`src/rtl/sbs_pkg.sv`:
```
package sbs_pkg;

  // Field positions inside the mode word
  localparam int LEN_LSB = 0;
  localparam int BT_BIT  = 3;
  localparam int CAS_LSB = 4;
  localparam int OP_LSB  = 7;
  localparam int WS_BIT  = 9;

  // Shape of one burst: aligned block size (log2), full-row flag, order
  typedef struct packed {
    logic [1:0] blk_log2;
    logic       full_row;
    logic       interleave;
  } sbs_shape_t;

  // Decoded mode word
  typedef struct packed {
    sbs_shape_t shape;
    logic       wr_single;
    logic [1:0] cas;
    logic       illegal;
  } sbs_mode_t;

endpackage

```
`src/rtl/sbs_mode_reg.sv`:
```
module sbs_mode_reg
  import sbs_pkg::*;
#(
  parameter int MODE_W = 12
) (
  input  logic              clk,
  input  logic              rst_n,
  input  logic              load,
  input  logic              idle,
  input  logic [MODE_W-1:0] word,
  output sbs_mode_t         mode
);

  logic [MODE_W-1:0] word_q;
  logic              unused_rsvd;

  always_ff @(posedge clk) begin
    if (!rst_n)
      word_q <= '0;
    else if (load && idle)
      word_q <= word;
  end

  assign unused_rsvd = ^word_q[MODE_W-1:WS_BIT+1];

  always_comb begin
    mode = '0;
    // burst length
    case (word_q[LEN_LSB +: 3])
      3'b000:  mode.shape.blk_log2 = 2'd0;
      3'b001:  mode.shape.blk_log2 = 2'd1;
      3'b010:  mode.shape.blk_log2 = 2'd2;
      3'b011:  mode.shape.blk_log2 = 2'd3;
      3'b111:  mode.shape.full_row = 1'b1;
      default: mode.illegal = 1'b1;
    endcase
    mode.shape.interleave = word_q[BT_BIT];
    // CAS latency
    case (word_q[CAS_LSB +: 3])
      3'b001:  mode.cas = 2'd1;
      3'b010:  mode.cas = 2'd2;
      3'b011:  mode.cas = 2'd3;
      default: begin
        mode.cas     = 2'd0;
        mode.illegal = 1'b1;
      end
    endcase
    if (word_q[OP_LSB +: 2] != 2'b00)
      mode.illegal = 1'b1;
    if (mode.shape.full_row && mode.shape.interleave)
      mode.illegal = 1'b1;
    mode.wr_single = word_q[WS_BIT];
  end


  mode_frozen_busy_chk: assert property (@(posedge clk) disable iff (!rst_n)
    !idle |=> $stable(mode));


  cas_nonzero_legal_chk: assert property (@(posedge clk) disable iff (!rst_n)
    !mode.illegal |-> mode.cas != 2'd0);

endmodule

```
`src/rtl/sbs_burst_ctrl.sv`:
```
module sbs_burst_ctrl
  import sbs_pkg::*;
#(
  parameter int COL_W     = 9,
  parameter int PAGE_LOG2 = 8
) (
  input  logic             clk,
  input  logic             rst_n,
  input  logic             start,
  input  logic [COL_W-1:0] start_col,
  input  logic             start_write,
  input  logic             mode_load,
  input  sbs_mode_t        mode,
  input  logic             beat_ready,
  input  logic             terminate,
  output logic             active,
  output logic [COL_W-1:0] base,
  output logic [PAGE_LOG2-1:0] idx,
  output sbs_shape_t       shape,
  output logic             beat_last
);

  localparam int IDX_W = PAGE_LOG2;

  logic             start_ok;
  sbs_shape_t       eff_shape;
  logic [IDX_W-1:0] last_idx;
  logic             unused_cas;

  assign unused_cas = ^mode.cas;

  assign start_ok = start && !active && !mode_load && !mode.illegal;

  always_comb begin
    eff_shape = mode.shape;
    if (start_write && mode.wr_single) begin
      eff_shape.blk_log2   = 2'd0;
      eff_shape.full_row   = 1'b0;
      eff_shape.interleave = 1'b0;
    end
  end

  assign last_idx  = IDX_W'((1 << shape.blk_log2) - 1);
  assign beat_last = active && (terminate || (!shape.full_row && idx == last_idx));

  always_ff @(posedge clk) begin
    if (!rst_n) begin
      active <= 1'b0;
      base   <= '0;
      idx    <= '0;
      shape  <= '0;
    end else if (start_ok) begin
      active <= 1'b1;
      base   <= start_col;
      idx    <= '0;
      shape  <= eff_shape;
    end else if (active && beat_ready) begin
      if (beat_last)
        active <= 1'b0;
      else
        idx <= idx + 1'b1;
    end
  end


  backpressure_hold_chk: assert property (@(posedge clk) disable iff (!rst_n)
    active && !beat_ready |=> active && $stable(idx) && $stable(base));


  busy_start_ignored_chk: assert property (@(posedge clk) disable iff (!rst_n)
    active && start |=> $stable(base));


  full_row_no_self_end_chk: assert property (@(posedge clk) disable iff (!rst_n)
    active && shape.full_row && !terminate |=> active);


  illegal_no_beat_chk: assert property (@(posedge clk) disable iff (!rst_n)
    !active && mode.illegal |=> !active);

endmodule

```
`src/rtl/sbs_col_gen.sv`:
```
module sbs_col_gen
  import sbs_pkg::*;
#(
  parameter int COL_W        = 9,
  parameter int PAGE_LOG2    = 8,
  parameter int MAX_BLK_LOG2 = 3
) (
  input  logic [COL_W-1:0]     base,
  input  logic [PAGE_LOG2-1:0] idx,
  input  sbs_shape_t           shape,
  output logic [COL_W-1:0]     col
);

  localparam logic [COL_W-1:0] PAGE_MASK = COL_W'((1 << PAGE_LOG2) - 1);

  logic [COL_W-1:0] idx_ext;
  logic [COL_W-1:0] seq_c [MAX_BLK_LOG2+1];
  logic [COL_W-1:0] itl_c [MAX_BLK_LOG2+1];
  logic [COL_W-1:0] row_c;

  assign idx_ext = {{(COL_W-PAGE_LOG2){1'b0}}, idx};

  for (genvar k = 0; k <= MAX_BLK_LOG2; k++) begin : g_blk
    localparam logic [COL_W-1:0] MASK = COL_W'((1 << k) - 1);
    assign seq_c[k] = (base & ~MASK) | ((base + idx_ext) & MASK);
    assign itl_c[k] = (base & ~MASK) | ((base ^ idx_ext) & MASK);
  end

  assign row_c = (base & ~PAGE_MASK) | ((base + idx_ext) & PAGE_MASK);

  always_comb begin
    if (shape.full_row)
      col = row_c;
    else if (shape.interleave)
      col = itl_c[shape.blk_log2];
    else
      col = seq_c[shape.blk_log2];
  end

endmodule

```
`src/rtl/sdram_burst_seq.sv`:
```
module sdram_burst_seq
  import sbs_pkg::*;
#(
  parameter int MODE_W       = 12,
  parameter int COL_W        = 9,
  parameter int PAGE_LOG2    = 8,
  parameter int MAX_BLK_LOG2 = 3
) (
  input  logic              clk,
  input  logic              rst_n,
  input  logic              mode_load,
  input  logic [MODE_W-1:0] mode_word,
  input  logic              start,
  input  logic [COL_W-1:0]  start_col,
  input  logic              start_write,
  input  logic              beat_ready,
  input  logic              terminate,
  output logic [COL_W-1:0]  col,
  output logic              beat_valid,
  output logic              beat_last,
  output logic [1:0]        cas_lat,
  output logic              mode_illegal
);

  sbs_mode_t            mode;
  sbs_shape_t           shape;
  logic                 active;
  logic [COL_W-1:0]     base;
  logic [PAGE_LOG2-1:0] idx;

  sbs_mode_reg #(.MODE_W(MODE_W)) u_mode (
    .clk   (clk),
    .rst_n (rst_n),
    .load  (mode_load),
    .idle  (!active),
    .word  (mode_word),
    .mode  (mode)
  );

  sbs_burst_ctrl #(.COL_W(COL_W), .PAGE_LOG2(PAGE_LOG2)) u_ctrl (
    .clk         (clk),
    .rst_n       (rst_n),
    .start       (start),
    .start_col   (start_col),
    .start_write (start_write),
    .mode_load   (mode_load),
    .mode        (mode),
    .beat_ready  (beat_ready),
    .terminate   (terminate),
    .active      (active),
    .base        (base),
    .idx         (idx),
    .shape       (shape),
    .beat_last   (beat_last)
  );

  sbs_col_gen #(.COL_W(COL_W), .PAGE_LOG2(PAGE_LOG2), .MAX_BLK_LOG2(MAX_BLK_LOG2)) u_col (
    .base  (base),
    .idx   (idx),
    .shape (shape),
    .col   (col)
  );

  assign beat_valid   = active;
  assign cas_lat      = mode.cas;
  assign mode_illegal = mode.illegal;


  upper_bits_fixed_chk: assert property (@(posedge clk) disable iff (!rst_n)
    beat_valid && !shape.full_row && !(beat_ready && beat_last)
    |=> col[COL_W-1:MAX_BLK_LOG2] == $past(col[COL_W-1:MAX_BLK_LOG2]));


  col_hold_chk: assert property (@(posedge clk) disable iff (!rst_n)
    beat_valid && !beat_ready |=> beat_valid && $stable(col));


  row_bit8_fixed_chk: assert property (@(posedge clk) disable iff (!rst_n)
    beat_valid && !(beat_ready && beat_last) |=> col[COL_W-1] == $past(col[COL_W-1]));


  last_needs_valid_chk: assert property (@(posedge clk) disable iff (!rst_n)
    beat_last |-> beat_valid);

endmodule

```
`config.mk`:
```
export PLATFORM = sky130hd
export DESIGN_NAME = sdram_burst_seq
export DESIGN_NICKNAME = d
export VERILOG_FILES = /design/src/rtl/sbs_pkg.sv /design/src/rtl/sbs_mode_reg.sv /design/src/rtl/sbs_burst_ctrl.sv /design/src/rtl/sbs_col_gen.sv /design/src/rtl/sdram_burst_seq.sv
export SDC_FILE = /design/constraint.sdc
export NUM_CORES = 1
export LEC_CHECK = 0
export BUFFER_PORTS_ARGS = -buffer_cell sky130_fd_sc_hd__buf_2
export CAP_MARGIN = 20
export CORE_ASPECT_RATIO = 2
export CORE_MARGIN = 5
export CORE_UTILIZATION = 59
export CTS_CLUSTER_DIAMETER = 80
export DETAILED_ROUTE_END_ITERATION = 10
export GPL_TIMING_DRIVEN = 0
export PLACE_DENSITY = 0.9
export SLEW_MARGIN = 10
export SYNTH_ARGS = -nofsm -noshare
export SYNTH_HDL_FRONTEND = slang
export SYNTH_SLANG_ARGS = --single-unit
```
`constraint.sdc`:
```
create_clock -name clk -period 4.5 [get_ports clk]
set_input_delay 0.675 -clock clk [delete_from_list [all_inputs] [get_ports clk]]
set_output_delay 0.675 -clock clk [all_outputs]
set_load 0.05 [all_outputs]
```
==> impl_metrics.toml, run 1 <==
[run_status]
status = "finished, final reports clean"

[synthesis]
synth-edff-count = 0
yosysSeqAreaShare_pct = 31.28
synth-seq-cells = 32
yosys.area.top_type = "dfxtp_1"
synth_top_area_share_pct = 31.28
synth_common_cells = "35 x nand2_1, 32 x dfxtp_1, 19 x nor2b_1"
yosys_warnings = 0
syn_area_mm2 = 0.002048
synth_nets = 284
syn_inst = 246
async_reset_ff_share_pct = 0
yosysUniqueCellTypes = 57
synth_flop_cell = "dfxtp_1"
synth.most_common_cell = "nand2_1"
synth.avg_cell_area_um2 = 8.326
synthTopCellsByArea = "dfxtp_1 31%, nand2_1 6.4%, nor2b_1 5.8%, ha_1 5.5%, mux2i_1 4.9%"

[worst_setup_path]
crit-reg2reg-launch = "u_ctrl.shape[3]$_SDFFE_PN0P_"
worst_path_largest_cell_delay_ns = 0.62
path_buf_inv = 1
crit_required_ns = 3.83
crit_chain = "ha_1, a211oi_2, o21ai_1, a2111oi_0, nor4_1, or3b_1, buf_2"
reg2reg_slack_ns = 2.22
cp-start-kind = "flip-flop"
path_max_fanout = 6
cp_slowest_cell = "a2111oi_0"
cp.arrival_ns = 2.78
reg2reg_to = "u_ctrl.idx[3]$_SDFFE_PP0P_"
cp_top_family = "compound AO/OA/AOI/OAI gates"
ff2ff_path_depth = 8
crit_type = "reg -> out"
crit_path_end_kind = "output port"

[timing]
max_freq_mhz = 289.0
period_share_pct = 76.88
tns_ns = 0
maxSlewHeadroom_pct = 57.78
finalHoldViolations = 0
finalSetupViolations = 0
worst_pin_slew_ns = 0.6174
maxSlewViolCount = 0
final.setup_skew_ns = 0.005281
rsz0062_at_grt = "false"
period_needed_ns = 3.460
hold-worst-slack_ns = 0.4577

[drt]
detail-route-antenna-nets = 0
firstDrtPassIters = 4
drtIter0Drc = 39
via_per_inst = 5.991
routed_wl_mm = 4.994
vias = 1947
drc_errors = 0
wl_per_cell_um = 15.37

[cells_and_area]
multi_input_area_mm2 = 0.001299
nFillCells = 288
drive_gt1_share_pct = 20.14
finalNetCount = 330
antenna_cells = 0
fin_util_pct = 70.33
syn_to_final_growth_pct = 16.00
final_cells = 325
final_area_mm2 = 0.002376
register_area_um2 = 640.6

[power_and_ir_drop]
pwr_density_cell_mw_per_mm2 = 253.1
p_seq_share_pct = 49.3
power_leakage_nw = 0.9732
ir_drop_v = 0.0002300
switching_power_mw = 0.1600
comb_power_share_pct = 12.0
power.internal_mw = 0.4414
clock_power_share_pct = 38.7
swShare_pct = 26.60

[clock_network]
clk_latency_ns = 0.29
clk_pin_slew_worst_paths_ns = 0.07
cts-buffers-inserted = 5
root_buffer = "clkbuf_8"
cts-resized-gates = 0
clk_path_buf_depth = 2
h-tree-depth = 2
tritoncts = "built"
cts_sinks = 32
postCtsSetupBuffers = 0
cts_hold_buf = 0

[global_route]
grt_pass1_wl_mm = 8.535
grt_pass1_vias = 1996
track_usage_pct = 23.33
grt_overflow = 0
grt_max_degree = 11
antenna_found_initial = 0

[die]
initial_core_util_pct = 60.63
die-area_mm2 = 0.004821
die_h_um = 93.33
fp.dieW_um = 51.66
ios = 42
std_cell_rows = 30
core_area_mm2 = 0.003378

[place]
gp_congestion = 0.8424
portBuffers = 39
dp.cells = 317
dpl.hpwl_mm = 3.848
placed_cell_area_mm2 = 0.002283

[min_path]
hp-start = "u_mode.word_q[8]$_SDFFE_PN0P_"
hold-path-endpoint = "u_mode.word_q[8]$_SDFFE_PN0P_"
hp-class = "reg -> reg"
whs_path_depth = 2

[run]
maxCapViolations = 0
power groups by stage:
| stage | Combinational (mW) | Clock, mW | Sequential (mW) |
|---|---|---|---|
| 6_report | 0.0721 | 0.233 | 0.297 |
| 3_3_place_gp | 0.0694 | 0 | 0.302 |
| 2_1_floorplan | 0.0484 | 0 | 0.301 |
| 3_5_place_dp | 0.0712 | 0 | 0.303 |
| 5_1_grt | 0.0790 | 0.248 | 0.297 |
| 4_1_cts | 0.0722 | 0.234 | 0.297 |
cell usage in the layout (no fill, tap or decap), types with 3 or more instances in the layout:
cell type  count
a21boi_0      12
mux2i_1       10
clkbuf_8       6
inv_1          8
dfxtp_1       32
buf_2         39
o21ai_0        7
nor2_1        14
nand2_1       35
a21oi_1       11
buf_4          3
nand2b_1       4
o31ai_1        4
ha_1           9
xor2_1         5
or3_1          4
nand4_1        3
o21ai_1        6
nor3_1         3
nor2b_1       19
clkbuf_1       8
cell families (layout without fill, tap and decap cells):
group | count (synthesis) | after routing | share of synthesized area [%]
XOR/XNOR | 6 | 6 | 2.566
buffers and inverters | 22 | 69 | 5.314
adder cells (fa/ha/maj) | 10 | 10 | 6.475
flip-flops | 32 | 32 | 31.28
AO/OA/AOI/OAI | 61 | 61 | 21.44
multiplexers | 12 | 12 | 5.987
AND/OR/NAND/NOR | 103 | 103 | 26.94
tightest hold or removal path, stage by stage, from the launching register on:
cell,delay [ns]
dfxtp_1,0.30
nand2_1,0.04
a21boi_0,0.06
how the worst max path moves through the flow:
stage / startpoint / depth (start not counted) / slack (ns) / endpoint
3_5_place_dp: u_ctrl.idx[1]$_SDFFE_PP0P_ / 7 / 1.40 / col[7]
5_1_grt: u_ctrl.idx[1]$_SDFFE_PP0P_ / 7 / 0.81 / col[7]
3_3_place_gp: u_ctrl.idx[1]$_SDFFE_PP0P_ / 7 / 1.38 / col[7]
2_1_floorplan: u_ctrl.idx[0]$_SDFFE_PP0P_ / 8 / 1.30 / col[4]
4_1_cts: u_ctrl.idx[1]$_SDFFE_PP0P_ / 7 / 1.06 / col[7]
6_report: u_ctrl.idx[1]$_SDFFE_PP0P_ / 7 / 1.04 / col[7]
layout make-up:
type | instances | area share [%]
clock inverters | 2 | 0.4213
flip-flops and latches | 32 | 26.96
repair buffers | 39 | 8.215
inverters | 9 | 1.422
clock buffers | 6 | 3.476
plain buffers | 13 | 3.160
well taps | 32 | 1.685
multi-input cells | 192 | 54.66
state kept, by name, indices dropped and copies added (netlist names):
| register | flops |
|---|---|
| u_mode.word_q | 10 |
| u_ctrl.base | 9 |
| u_ctrl.idx | 8 |
| u_ctrl.shape | 4 |
| u_ctrl.active | 1 |
through the flow:
step           power (mW)  setup slack [ns]
2_1_floorplan      0.3497             1.300
3_3_place_gp       0.3717             1.377
3_5_place_dp       0.3740             1.399
4_1_cts            0.6032             1.063
5_1_grt            0.6243            0.8069
6_report           0.6014             1.040
layer usage:
metal / global-route usage [%] / part of all wire [%] / vias to the layer above
met4: 14.22 / 3.4 / 0
met2: 44.36 / 57 / 55
met3: 4.785 / 4.7 / 14
li1: - / - / 971
met5: 0 / 0 / -
met1: 21.17 / 35 / 907
Power figures use the tool's default switching activity.
==> run 2, diff against run 1 <==
- ABC_AREA: not set -> 1
- CORE_UTILIZATION: 59 -> 54
- PLACE_DENSITY: 0.9 -> 0.84
- clock period: 4.5 -> 3.5 ns (I/O delays scaled with it)
==> run 2 against run 1 <==
Setup slack got worse by 0.32 ns; via count increased by 2.7%; wire length is 4.1% lower; register-to-register slack lost 0.51 ns; synthesized cell count grew 21%; final cell count grew 21%; combinational power increased by 36%; flip-flop and latch count unchanged; non-clock buffer count is 5 lower.
==> impl_metrics.toml, run 2 <==
[run_status]
status = "finished, final reports clean"

[power_and_ir_drop]
swShare_pct = 27.00
comb_power_share_pct = 12.7
clock_power_share_pct = 37.9
switching_power_mw = 0.2095
power.internal_mw = 0.5665
pwr_density_cell_mw_per_mm2 = 334.7
p_seq_share_pct = 49.4
ir_drop_v = 0.0002906
power_leakage_nw = 1.179

[die]
initial_core_util_pct = 55.19
std_cell_rows = 31
ios = 42
die_h_um = 95.41
die-area_mm2 = 0.005028
core_area_mm2 = 0.003568
fp.dieW_um = 52.70

[worst_setup_path]
crit_required_ns = 2.97
path_buf_inv = 3
cp_slowest_cell = "dfxtp_1"
path_max_fanout = 6
cpMostUsedCell = "inv_1"
crit_path_end_kind = "output port"
crit_type = "reg -> out"
cp.arrival_ns = 2.25
crit_chain = "ha_1, inv_1, fa_1, inv_1, nand4_1, nand3_1, xnor2_1, o21ai_0, buf_2"
worst_path_largest_cell_delay_ns = 0.47
cp-start-kind = "flip-flop"
cp_top_family = "adder cells"

[clock_network]
root_buffer = "clkbuf_8"
postCtsSetupBuffers = 0
clk_path_buf_depth = 2
cts_hold_buf = 0
clk_pin_slew_worst_paths_ns = 0.07
clk_latency_ns = 0.29
cts-buffers-inserted = 5
tritoncts = "built"
h-tree-depth = 2
cts-resized-gates = 0
cts_sinks = 32

[synthesis]
synth-seq-cells = 32
synth_common_cells = "85 x nand2_1, 36 x inv_1, 32 x dfxtp_1"
async_reset_ff_share_pct = 0
synth_flop_cell = "dfxtp_1"
synth.most_common_cell = "nand2_1"
yosys.area.top_type = "dfxtp_1"
yosysUniqueCellTypes = 32
synth_nets = 335
synthTopCellsByArea = "dfxtp_1 33%, nand2_1 16%, inv_1 6.9%, o21ai_0 6.1%, nor2_1 5.9%"
synth-edff-count = 0
syn_area_mm2 = 0.001969
syn_inst = 297
yosysSeqAreaShare_pct = 32.53
synth.avg_cell_area_um2 = 6.631
yosys_warnings = 0
synth_top_area_share_pct = 32.53

[global_route]
grt_pass1_wl_mm = 8.100
antenna_found_initial = 0
grt_max_degree = 11
grt_overflow = 0
track_usage_pct = 21.60
grt_pass1_vias = 1994

[cells_and_area]
largest_register_ffs = 10
final_cell_mix = "85 x nand2_1, 40 x buf_2, 36 x inv_1"
finalNetCount = 381
reg_top3 = "u_mode.word_q: 10 flops, u_ctrl.base: 9 flops, u_ctrl.idx: 8 flops"
largest-register = "u_mode.word_q"
syn_to_final_growth_pct = 17.73
layout_commonest_cell = "nand2_1"
drive_gt1_share_pct = 18.02
antenna_cells = 0
final_area_mm2 = 0.002318
nFillCells = 349

[timing]
rsz0062_at_grt = "false"
finalHoldViolations = 0
period_needed_ns = 2.776
maxSlewViolCount = 0
maxSlewHeadroom_pct = 74.34
tns_ns = 0
hold-worst-slack_ns = 0.4308
final.setup_skew_ns = 0.002410
finalSetupViolations = 0
period_share_pct = 79.31
fin_ws_ns = 0.7242
max_freq_mhz = 360.3
worst_pin_slew_ns = 0.3848

[drt]
routed_wl_mm = 4.789
detail-route-antenna-nets = 0
via_per_inst = 5.087
vias = 1999
drtIter0Drc = 30
firstDrtPassIters = 4
wl_per_cell_um = 12.19
drc_errors = 0

[place]
placed_cell_area_mm2 = 0.002226
portBuffers = 39
gp_congestion = 0.8991
place_ws_ns = 1.060
dpl.hpwl_mm = 3.768

[min_path]
hp-class = "in -> reg"

[run]
maxCapViolations = 0
run 2: cell types whose count changed after synthesis, sizes merged, moves of 11 or more:
cell    delta
nor2      +19
a21boi    -13
o21ai     +11
nand3     +12
nor2b     -19
nand2     +54
inv       +28
run 2: layout make-up:
type                    count  area [um^2]  share of cell area (%)
clock inverters             2        10.01                  0.4317
inverters                  41        158.9                   6.854
repair buffers             39        195.2                   8.419
well taps                  49        61.31                   2.644
flip-flops and latches     32        640.6                   27.63
multi-input cells         216         1116                   48.14
plain buffers               8        53.80                   2.321
clock buffers               6        82.58                   3.562
run 2: worst register-to-register path, delay by kind of cell (launching register included):
kind | cells | cell delay, ns
AND/OR/NAND/NOR | 10 | 0.85
buffers and inverters | 2 | 0.16
flip-flops | 1 | 0.36
adder cells (fa/ha/maj) | 1 | 0.32
run 2: logic make-up after synthesis:
kind of cell / share of synthesized area, %
AOI/OAI and AO/OA: 13.15
xor gates and xnor gates: 3.558
adders and majority gates: 6.735
buffers and inverters: 10.80
DFF: 32.53
muxes: 0.5083
and+or+nand+nor: 32.72
run 2: stage by stage:
stage / utilization (%) / power (mW) / cells
after floorplan: - / 0.4577 / 297
after global placement: 62.38 / 0.4880 / 385
after detailed placement: 62.38 / 0.4902 / 385
after CTS: 64.97 / 0.7779 / 393
after global routing: 64.97 / 0.8123 / 393
final: 64.97 / 0.7760 / 393
run 2: worst paths after layout:
check                               start                     endpoint  slack (ns)  cells past startpoint
max            u_ctrl.idx[0]$_SDFFE_PP0P_                       col[6]        0.72                      9
min                          start_col[8]  u_ctrl.base[8]$_SDFFE_PN0P_        0.43                      3
max reg2reg  u_ctrl.shape[3]$_SDFFE_PN0P_   u_ctrl.idx[1]$_SDFFE_PP0P_        1.71                     13
min reg2reg   u_ctrl.base[8]$_SDFFE_PN0P_  u_ctrl.base[8]$_SDFFE_PN0P_        0.45                      2
run 2: power groups by stage:
stage | Clock (mW) | Sequential, mW | Combinational, mW
3_3_place_gp | 0 | 0.391 | 0.0970
3_5_place_dp | 0 | 0.392 | 0.0986
5_1_grt | 0.318 | 0.385 | 0.109
2_1_floorplan | 0 | 0.391 | 0.0669
4_1_cts | 0.296 | 0.384 | 0.0989
6_report | 0.294 | 0.384 | 0.0984
run 2: per-layer routing:
layer	part of all wire, %	global-route usage (%)	vias up	wire (um)
met5	0	0	-	0
met4	4.2	13.86	0	203
met3	4.1	3.756	19	195
met2	56	41.18	49	2695
met1	35	19.63	893	1694
li1	-	-	1038	-
